**config.mk**
```make
export PLATFORM = sky130hd
export DESIGN_NAME = prefetch_seq
export DESIGN_NICKNAME = d
export VERILOG_FILES = /design/src/rtl/pf_pkg.sv /design/src/rtl/pf_rst_sync.sv /design/src/rtl/pf_pc_unit.sv /design/src/rtl/pf_stage_reg.sv /design/src/rtl/prefetch_seq.sv
export SDC_FILE = /design/constraint.sdc
export NUM_CORES = 1
export LEC_CHECK = 0
export BUFFER_PORTS_ARGS = -buffer_cell sky130_fd_sc_hd__buf_2
export CORE_MARGIN = 2
export CORE_UTILIZATION = 45
export CTS_BUF_LIST = sky130_fd_sc_hd__clkbuf_2
export CTS_CLUSTER_DIAMETER = 60
export CTS_CLUSTER_SIZE = 16
export DETAILED_ROUTE_END_ITERATION = 8
export PLACE_DENSITY_LB_ADDON = 0.25
export SYNTH_ARGS = -nofsm -noshare
export SYNTH_HDL_FRONTEND = slang
export SYNTH_SLANG_ARGS = --single-unit
```
**constraint.sdc**
```tcl
create_clock -name clk -period 2.8 [get_ports clk]
set_input_delay 0.28 -clock clk [delete_from_list [all_inputs] [get_ports clk]]
set_output_delay 0.28 -clock clk [all_outputs]
set_load 0.01 [all_outputs]
```
**src/rtl/pf_pkg.sv**
```systemverilog
package pf_pkg;

  typedef enum logic {
    ST_WIDE   = 1'b0,
    ST_NARROW = 1'b1
  } istate_e;

  // bytes consumed by one instruction in the given state
  function automatic logic [2:0] step_bytes(istate_e st);
    return (st == ST_NARROW) ? 3'd2 : 3'd4;
  endfunction

  // distance from the fetch counter back to the executing instruction
  function automatic logic [3:0] ex_lag_bytes(istate_e st);
    return (st == ST_NARROW) ? 4'd4 : 4'd8;
  endfunction

endpackage

```
**src/rtl/pf_rst_sync.sv**
```systemverilog
module pf_rst_sync (
  input  logic clk,
  input  logic rst_n,
  output logic rst_sync_n
);
  logic meta_q;
  logic hold_q;

  always_ff @(posedge clk or negedge rst_n) begin
    if (!rst_n) begin
      meta_q <= 1'b0;
      hold_q <= 1'b0;
    end else begin
      meta_q <= 1'b1;
      hold_q <= meta_q;
    end
  end

  assign rst_sync_n = hold_q;
endmodule

```
**src/rtl/pf_pc_unit.sv**
```systemverilog
module pf_pc_unit
  import pf_pkg::*;
#(
  parameter int AW = 32
) (
  input  logic          clk,
  input  logic          rst_n,
  input  logic          adv_i,
  input  logic          load_i,
  input  logic          load_narrow_i,
  input  logic [AW-1:0] target_i,
  output logic [AW-1:0] pc_o,
  output istate_e       st_o
);
  logic [AW-1:0] pc_q, pc_d;
  istate_e       st_q, st_d;
  istate_e       load_st;
  logic [AW-1:0] target_al;

  assign load_st   = load_narrow_i ? ST_NARROW : ST_WIDE;
  assign target_al = (load_st == ST_NARROW) ? {target_i[AW-1:1], 1'b0}
                                            : {target_i[AW-1:2], 2'b00};

  always_comb begin
    pc_d = pc_q;
    st_d = st_q;
    if (load_i) begin
      pc_d = target_al;
      st_d = load_st;
    end else begin
      pc_d = pc_q + AW'(step_bytes(st_q));
    end
  end

  always_ff @(posedge clk or negedge rst_n) begin
    if (!rst_n) begin
      pc_q <= '0;
      st_q <= ST_WIDE;
    end else if (adv_i) begin
      pc_q <= pc_d;
      st_q <= st_d;
    end
  end

  assign pc_o = pc_q;
  assign st_o = st_q;


  fetch_align_chk: assert property (@(posedge clk) disable iff (!rst_n)
    (st_q == ST_WIDE) |-> (pc_q[1:0] == 2'b00));

  narrow_align_chk: assert property (@(posedge clk) disable iff (!rst_n)
    pc_q[0] == 1'b0);

  pc_hold_chk: assert property (@(posedge clk) disable iff (!rst_n)
    !adv_i |=> ($stable(pc_q) && $stable(st_q)));

  pc_step_chk: assert property (@(posedge clk) disable iff (!rst_n)
    (adv_i && !load_i && st_q == ST_WIDE) |=> (pc_q == $past(pc_q) + AW'(4)));
endmodule

```
**src/rtl/pf_stage_reg.sv**
```systemverilog
module pf_stage_reg #(
  parameter int W = 32
) (
  input  logic         clk,
  input  logic         rst_n,
  input  logic         adv_i,
  input  logic         flush_i,
  input  logic         in_valid_i,
  input  logic [W-1:0] in_word_i,
  output logic         valid_o,
  output logic [W-1:0] word_o
);
  logic         valid_q, valid_d;
  logic [W-1:0] word_q,  word_d;

  always_comb begin
    valid_d = in_valid_i & ~flush_i;
    word_d  = in_word_i;
  end

  always_ff @(posedge clk or negedge rst_n) begin
    if (!rst_n) begin
      valid_q <= 1'b0;
      word_q  <= '0;
    end else if (adv_i) begin
      valid_q <= valid_d;
      word_q  <= word_d;
    end
  end

  assign valid_o = valid_q;
  assign word_o  = word_q;


  stage_hold_chk: assert property (@(posedge clk) disable iff (!rst_n)
    !adv_i |=> ($stable(valid_q) && $stable(word_q)));

  stage_flush_chk: assert property (@(posedge clk) disable iff (!rst_n)
    (adv_i && flush_i) |=> !valid_q);
endmodule

```
**src/rtl/prefetch_seq.sv**
```systemverilog
module prefetch_seq
  import pf_pkg::*;
#(
  parameter int AW = 32,
  parameter int IW = 32
) (
  input  logic          clk,
  input  logic          rst_n,
  input  logic          stall_i,
  input  logic          br_take_i,
  input  logic [AW-1:0] br_target_i,
  input  logic          br_narrow_i,
  output logic [AW-1:0] fetch_addr_o,
  input  logic [IW-1:0] fetch_data_i,
  output logic          dec_valid_o,
  output logic [IW-1:0] dec_word_o,
  output logic          ex_valid_o,
  output logic [IW-1:0] ex_word_o,
  output logic [AW-1:0] ex_addr_o,
  output logic [AW-1:0] pc_o,
  output logic          narrow_o
);
  logic          rst_int_n;
  logic          adv;
  logic          flush;
  logic [AW-1:0] pc;
  istate_e       st;
  logic          dec_v, ex_v;
  logic [IW-1:0] dec_w, ex_w;

  pf_rst_sync u_rst (
    .clk        (clk),
    .rst_n      (rst_n),
    .rst_sync_n (rst_int_n)
  );

  assign adv   = ~stall_i;
  assign flush = adv & br_take_i & ex_v;

  pf_pc_unit #(.AW(AW)) u_pc (
    .clk           (clk),
    .rst_n         (rst_int_n),
    .adv_i         (adv),
    .load_i        (flush),
    .load_narrow_i (br_narrow_i),
    .target_i      (br_target_i),
    .pc_o          (pc),
    .st_o          (st)
  );

  pf_stage_reg #(.W(IW)) u_dec (
    .clk        (clk),
    .rst_n      (rst_int_n),
    .adv_i      (adv),
    .flush_i    (flush),
    .in_valid_i (1'b1),
    .in_word_i  (fetch_data_i),
    .valid_o    (dec_v),
    .word_o     (dec_w)
  );

  pf_stage_reg #(.W(IW)) u_ex (
    .clk        (clk),
    .rst_n      (rst_int_n),
    .adv_i      (adv),
    .flush_i    (flush),
    .in_valid_i (dec_v),
    .in_word_i  (dec_w),
    .valid_o    (ex_v),
    .word_o     (ex_w)
  );

  assign fetch_addr_o = pc;
  assign pc_o         = pc;
  assign narrow_o     = (st == ST_NARROW);
  assign dec_valid_o  = dec_v;
  assign dec_word_o   = dec_w;
  assign ex_valid_o   = ex_v;
  assign ex_word_o    = ex_w;
  assign ex_addr_o    = pc - AW'(ex_lag_bytes(st));


  ex_follows_dec_chk: assert property (@(posedge clk) disable iff (!rst_int_n)
    (adv && !flush && dec_v) |=> (ex_v && ex_w == $past(dec_w)));

  refill_gap_chk: assert property (@(posedge clk) disable iff (!rst_int_n)
    (adv && $past(flush)) |=> !ex_v);

  no_branch_chk: assert property (@(posedge clk) disable iff (!rst_int_n)
    (adv && br_take_i && !ex_v) |=> dec_v);
endmodule

```
=== Word-level counts from Yosys, hierarchy flattened ===
Index checks and enable logic that the tools add are counted.

* Word-level logic and storage cells: 21
* Flip-flop bits (word level): 101
* Input bits: 69
* Output and inout bits: 163

* Mux-type cells: 5
* Bitwise logic cells: 5
* Reductions and logical operators: 1
* Add/sub/neg operators: 2

{| class="wikitable"
|+ Operators with widths
! cell !! number
|-
| adder 32 x 3 -> 32 bit || 1
|-
| 2-to-1 mux 32 bit || 1
|-
| subtractor 32 x 4 -> 32 bit || 1
|-
| 2-to-1 mux 4 bit || 1
|-
| bitwise AND 1 bit || 3
|-
| 2-to-1 mux 3 bit || 1
|-
| 2-to-1 mux 2 bit || 1
|-
| NOT 1 bit || 2
|-
| AND reduction 2 bit || 1
|-
| 2-to-1 mux 1 bit || 1
|}

=== Logic depth before layout (Yosys ltp) ===
* Depth in word-level cells: 5
* Gate-level depth with buffers: 8

=== Hierarchy ===
Synthesis repeated with hierarchy kept, for this count alone.

* Cell total of the unflattened synthesis: 552
* Area, all modules: 6002.0 µm²

{| class="wikitable"
|+ Modules (own cells, without submodules)
! module !! cells an instance !! area each (µm²) !! instances !! seq. area each (µm²)
|-
| pf_stage_reg || 72 || 1378.8 || 2 || 825.8
|-
| pf_pc_unit || 278 || 2297.2 || 1 || 800.8
|-
| prefetch_seq || 127 || 893.4 || 1 || 0.0
|-
| pf_rst_sync || 3 || 53.8 || 1 || 50.0
|}

=== Worst setup path after synthesis ===
No wires, ideal clock.

* Path type: register to output
* From: register u_pc.pc_q[24], in the netlist u_pc.pc_o[24]
* To: output ex_addr_o[31]
* Slack: 0.256 ns
* Arrival: 2.264 ns
* Path buffers: 1
* Data required time: 2.520 ns
* Cell stages (with the launch flop): 7
* Path through: dfrtp_1 buf_6 or4_4 or3_4 or4_4 nor3_2 xor2_1

* Cells in the longest elaborated chain, start to end: 1

{| class="wikitable"
|+ Ends and longest elaborated chain
! what !! line !! RTL
|-
| start: declaration || pf_pc_unit.sv:15 || <nowiki>logic [AW-1:0] pc_q, pc_d;</nowiki>
|-
| start signal: assignment || pf_pc_unit.sv:40 || <nowiki>pc_q <= pc_d;</nowiki>
|-
| subtractor 32 x 4 -> 32 bit || prefetch_seq.sv:80 || <nowiki>assign ex_addr_o = pc - AW'(ex_lag_bytes(st));</nowiki>
|-
| end: declaration || prefetch_seq.sv:19 || <nowiki>output logic [AW-1:0] ex_addr_o,</nowiki>
|}

Every way passes these cells.

=== Final worst setup path ===
* From: register u_pc.pc_q[23], in the netlist u_pc.pc_o[23]
* To: output ex_addr_o[31]

Same word-level chain as after synthesis.

==> flow_metrics.py <==
metrics = {
    "critical_path": {
        "cp_data_arrival_time_ns": 2.82,
        "worst-setup-path-type": "reg2out",
        "setup.worst_path.end_class": "output port",
        "worstRegToRegCells": 7,
        "critPathLaunchType": "flop",
        "required_ns": 2.52,
        "critical_path_peak_fanout": 2,
    },
    "clock_tree": {
        "clock_tree.buffer_depth": 2,
        "clock_tree_from_tritoncts": "built",
        "insertion_delay_ns": 0.59,
        "number_of_clock_sinks_seen_by_cts": 100,
        "cts_buffers": 9,
        "ctsHtreeMaxLevel": 3,
        "clkTransAtPathRegs_ns": 0.28,
        "cts-root-buf": "sky130_fd_sc_hd__clkbuf_2",
    },
    "global_route": {
        "initial_antenna_violation_count": 1,
        "groute.layer.met3.usage": 0.05506,
        "grt_util_met1": 0.2828,
        "via_count_of_the_first_global_routing_pass": 4966,
        "grt_first_pass_wirelength_mm": 24.76,
        "gr-max-usage-layer": "met2",
        "grt_util_all_layers": 0.2408,
        "gr-usage-met2": 0.4333,
        "grt-ovfl-total": 0,
        "maximum_number_of_pins_on_one_net_before_global_route_repair": 48,
    },
    "floorplan": {
        "fp.dieW_um": 114.1,
        "floorplan.die_area_mm2": 0.01303,
        "io-pin-count": 232,
        "vertical_die_dimension_um": 114.1,
        "core_region_area_mm2": 0.01191,
        "row_count": 40,
        "start_util": 0.4582,
    },
    "routing": {
        "post-route-drc-count": 0,
        "iteration_0_drc_markers": 226,
        "wl_per_cell_um": 17.14,
        "number_of_optimization_iterations_in_the_first_detailed_route_pass": 6,
        "viasPerCell": 5.353,
        "route.final.wire_length_mm": 16.32,
        "detailroute.via_count": 5096,
        "drtAntennaViolNets": 0,
    },
    "timing": {
        "fin_worst_hold_slack_ns": 0.03171,
        "layout_worst_path_cycle_share": 1.107,
        "finalSetupTns_ns": -2.486,
        "fin_ws_ns": -0.3003,
        "report.final.setup_viol": 18,
        "fmax_mhz": 322.6,
        "final_period_minus_worst_setup_slack_ns": 3.100,
        "skew_ns": 0.03109,
        "report.final.slew_viol_count": 0,
        "timing.slew.headroom": 0.2571,
        "worst_slew_pin_slew_ns": 1.114,
        "rsz_0062_raised_after_global_routing": "yes",
        "hold_viol": 0,
    },
    "outcome": {
        "violations": "negative setup slack",
        "result_of_the_run": "finished, violations left",
    },
    "finish": {
        "layout.cells.most_common_list": "sky130_fd_sc_hd__buf_2 (225), sky130_fd_sc_hd__dfrtp_1 (96), sky130_fd_sc_hd__mux2_2 (64), sky130_fd_sc_hd__dlygate4sd3_1 (54), sky130_fd_sc_hd__buf_4 (43)",
        "fin_util": 0.6540,
        "drive_above_1_share": 0.5106,
        "mostFrequentLayoutCell": "sky130_fd_sc_hd__buf_2",
        "area_delta_synth_final_pct": 42.73,
        "design.final.nets": 876,
        "antenna_cells": 0,
    },
    "logic_synthesis": {
        "yosysWarningCount": 0,
        "synth_sequential_area_ratio": 0.4585,
        "synth.ff_latch_count": 100,
        "synth_cell_types": 55,
        "post_synth_instance_area_mm2": 0.005458,
        "synthesis.area_per_instance_um2": 10.34,
        "synth_cells": 528,
        "post_synth_edffs": 0,
        "async_reset_ff_frac": 1.000,
        "ys_dominant_reg_cell": "sky130_fd_sc_hd__dfrtp_1",
    },
    "placed_design": {
        "post-place-ws_ns": 0.1750,
        "port_buffers": 227,
        "dpl.hpwl_mm": 10.41,
        "gp_congestion": 0.8502,
    },
    "pwr": {
        "design_power_total_mw": 5.233,
        "p_leak_nw": 3.576,
        "power.ir.vdd_worst_mv": 0.4168,
        "power.density_cell_area_mw_per_mm2": 671.8,
    },
    "worst_hold_path": {
        "hp-class": "in2reg",
        "holdPathStages": 3,
    },
    "job": {
        "max_cap_viol_count": 0,
    },
}
-- cells by family (layout without fill, tap and decap cells) --
family	Yosys count	count (layout)	synth area share
simple gates	150	150	0.1444
flops	100	100	0.4585
compound gates	91	91	0.1077
buf+inv	85	360	0.09078
mux	66	66	0.1357
xor+xnor	28	28	0.04493
fa+ha+maj	6	6	0.01651
other cells	2	4	0.001376
-- per-stage QoR --
step | cell area, um2 | std cells
2_1_floorplan | 5466 | 530
3_3_place_gp | 6565 | 856
3_5_place_dp | 6565 | 856
4_1_cts | 7501 | 939
5_1_grt | 7790 | 952
6_report | 7790 | 952
-- where the power goes --
part,switching (mW),internal (mW)
Sequential,0.327,1.71
Clock,0.539,0.135
Combinational,1.34,1.19
Total,2.20,3.03
-- state kept, by name (all words and copies together) (netlist names) --
name and cells:
u_ex.word_o 32, u_dec.valid_o 1, u_pc.pc_o 31, u_pc.st_o 1
u_rst.rst_sync_n 1, u_ex.valid_o 1, u_dec.word_o 32, u_rst.meta_q 1
-- repair_timing --
action                     CTS  global route
setup endpoints to repair   24            24
gates cloned                 0             0
pin swaps                    7            11
buffers inserted            14            14
hold endpoints to repair    54             0
resized for setup           38            37
hold buffers                54             0
-- routing by layer --
layer,part of all wire,up-vias
met5,0.00080,-
met4,0.018,2
met3,0.070,24
met2,0.52,219
met1,0.39,2463
li1,-,2388
-- layout make-up --
cell class | instances | area [um2]
clock buffer | 9 | 45.04
sequential | 100 | 2510
timing repair buffer | 336 | 2173
fill | 937 | 4121
tap | 147 | 183.9
inverter | 9 | 33.78
multi-input combinational | 345 | 2788
clock inverter | 6 | 56.30
-- cells in the mapped netlist, drive strengths merged (10+ instances only) --
cell type | count | share of area
nand2 | 30 | 0.021
nor3 | 15 | 0.015
buf | 41 | 0.057
mux2 | 64 | 0.13
xor2 | 20 | 0.032
nor2 | 35 | 0.024
dfrtp | 100 | 0.46
o21ai | 17 | 0.016
a2bb2oi | 10 | 0.016
nand4 | 13 | 0.015
a21oi | 30 | 0.028
nand3 | 18 | 0.017
clkbuf | 35 | 0.028
-- final timing paths --
kind / from / slack (ns) / end
max in group asynchronous: u_rst.rst_sync_n / 1.70 / u_ex.word_o[27]
max: u_pc.pc_o[23] / -0.30 / ex_addr_o[31]
max reg2reg: u_pc.pc_o[1] / 0.30 / u_pc.pc_o[31]
min: br_target_i[8] / 0.03 / u_pc.pc_o[8]
min reg2reg: u_rst.rst_sync_n / 0.38 / u_pc.pc_o[6]
min in group asynchronous: u_rst.rst_sync_n / 0.38 / u_pc.pc_o[6]
-- critical path: stages (launching register included) --
cell and delay (ns):
sky130_fd_sc_hd__dfrtp_1 0.45, sky130_fd_sc_hd__or4_4 0.54, sky130_fd_sc_hd__or3_4 0.35, sky130_fd_sc_hd__or4_4 0.47
sky130_fd_sc_hd__nor3_4 0.14, sky130_fd_sc_hd__xor2_1 0.16, sky130_fd_sc_hd__buf_2 0.15
(Power assumes the default switching activity.)
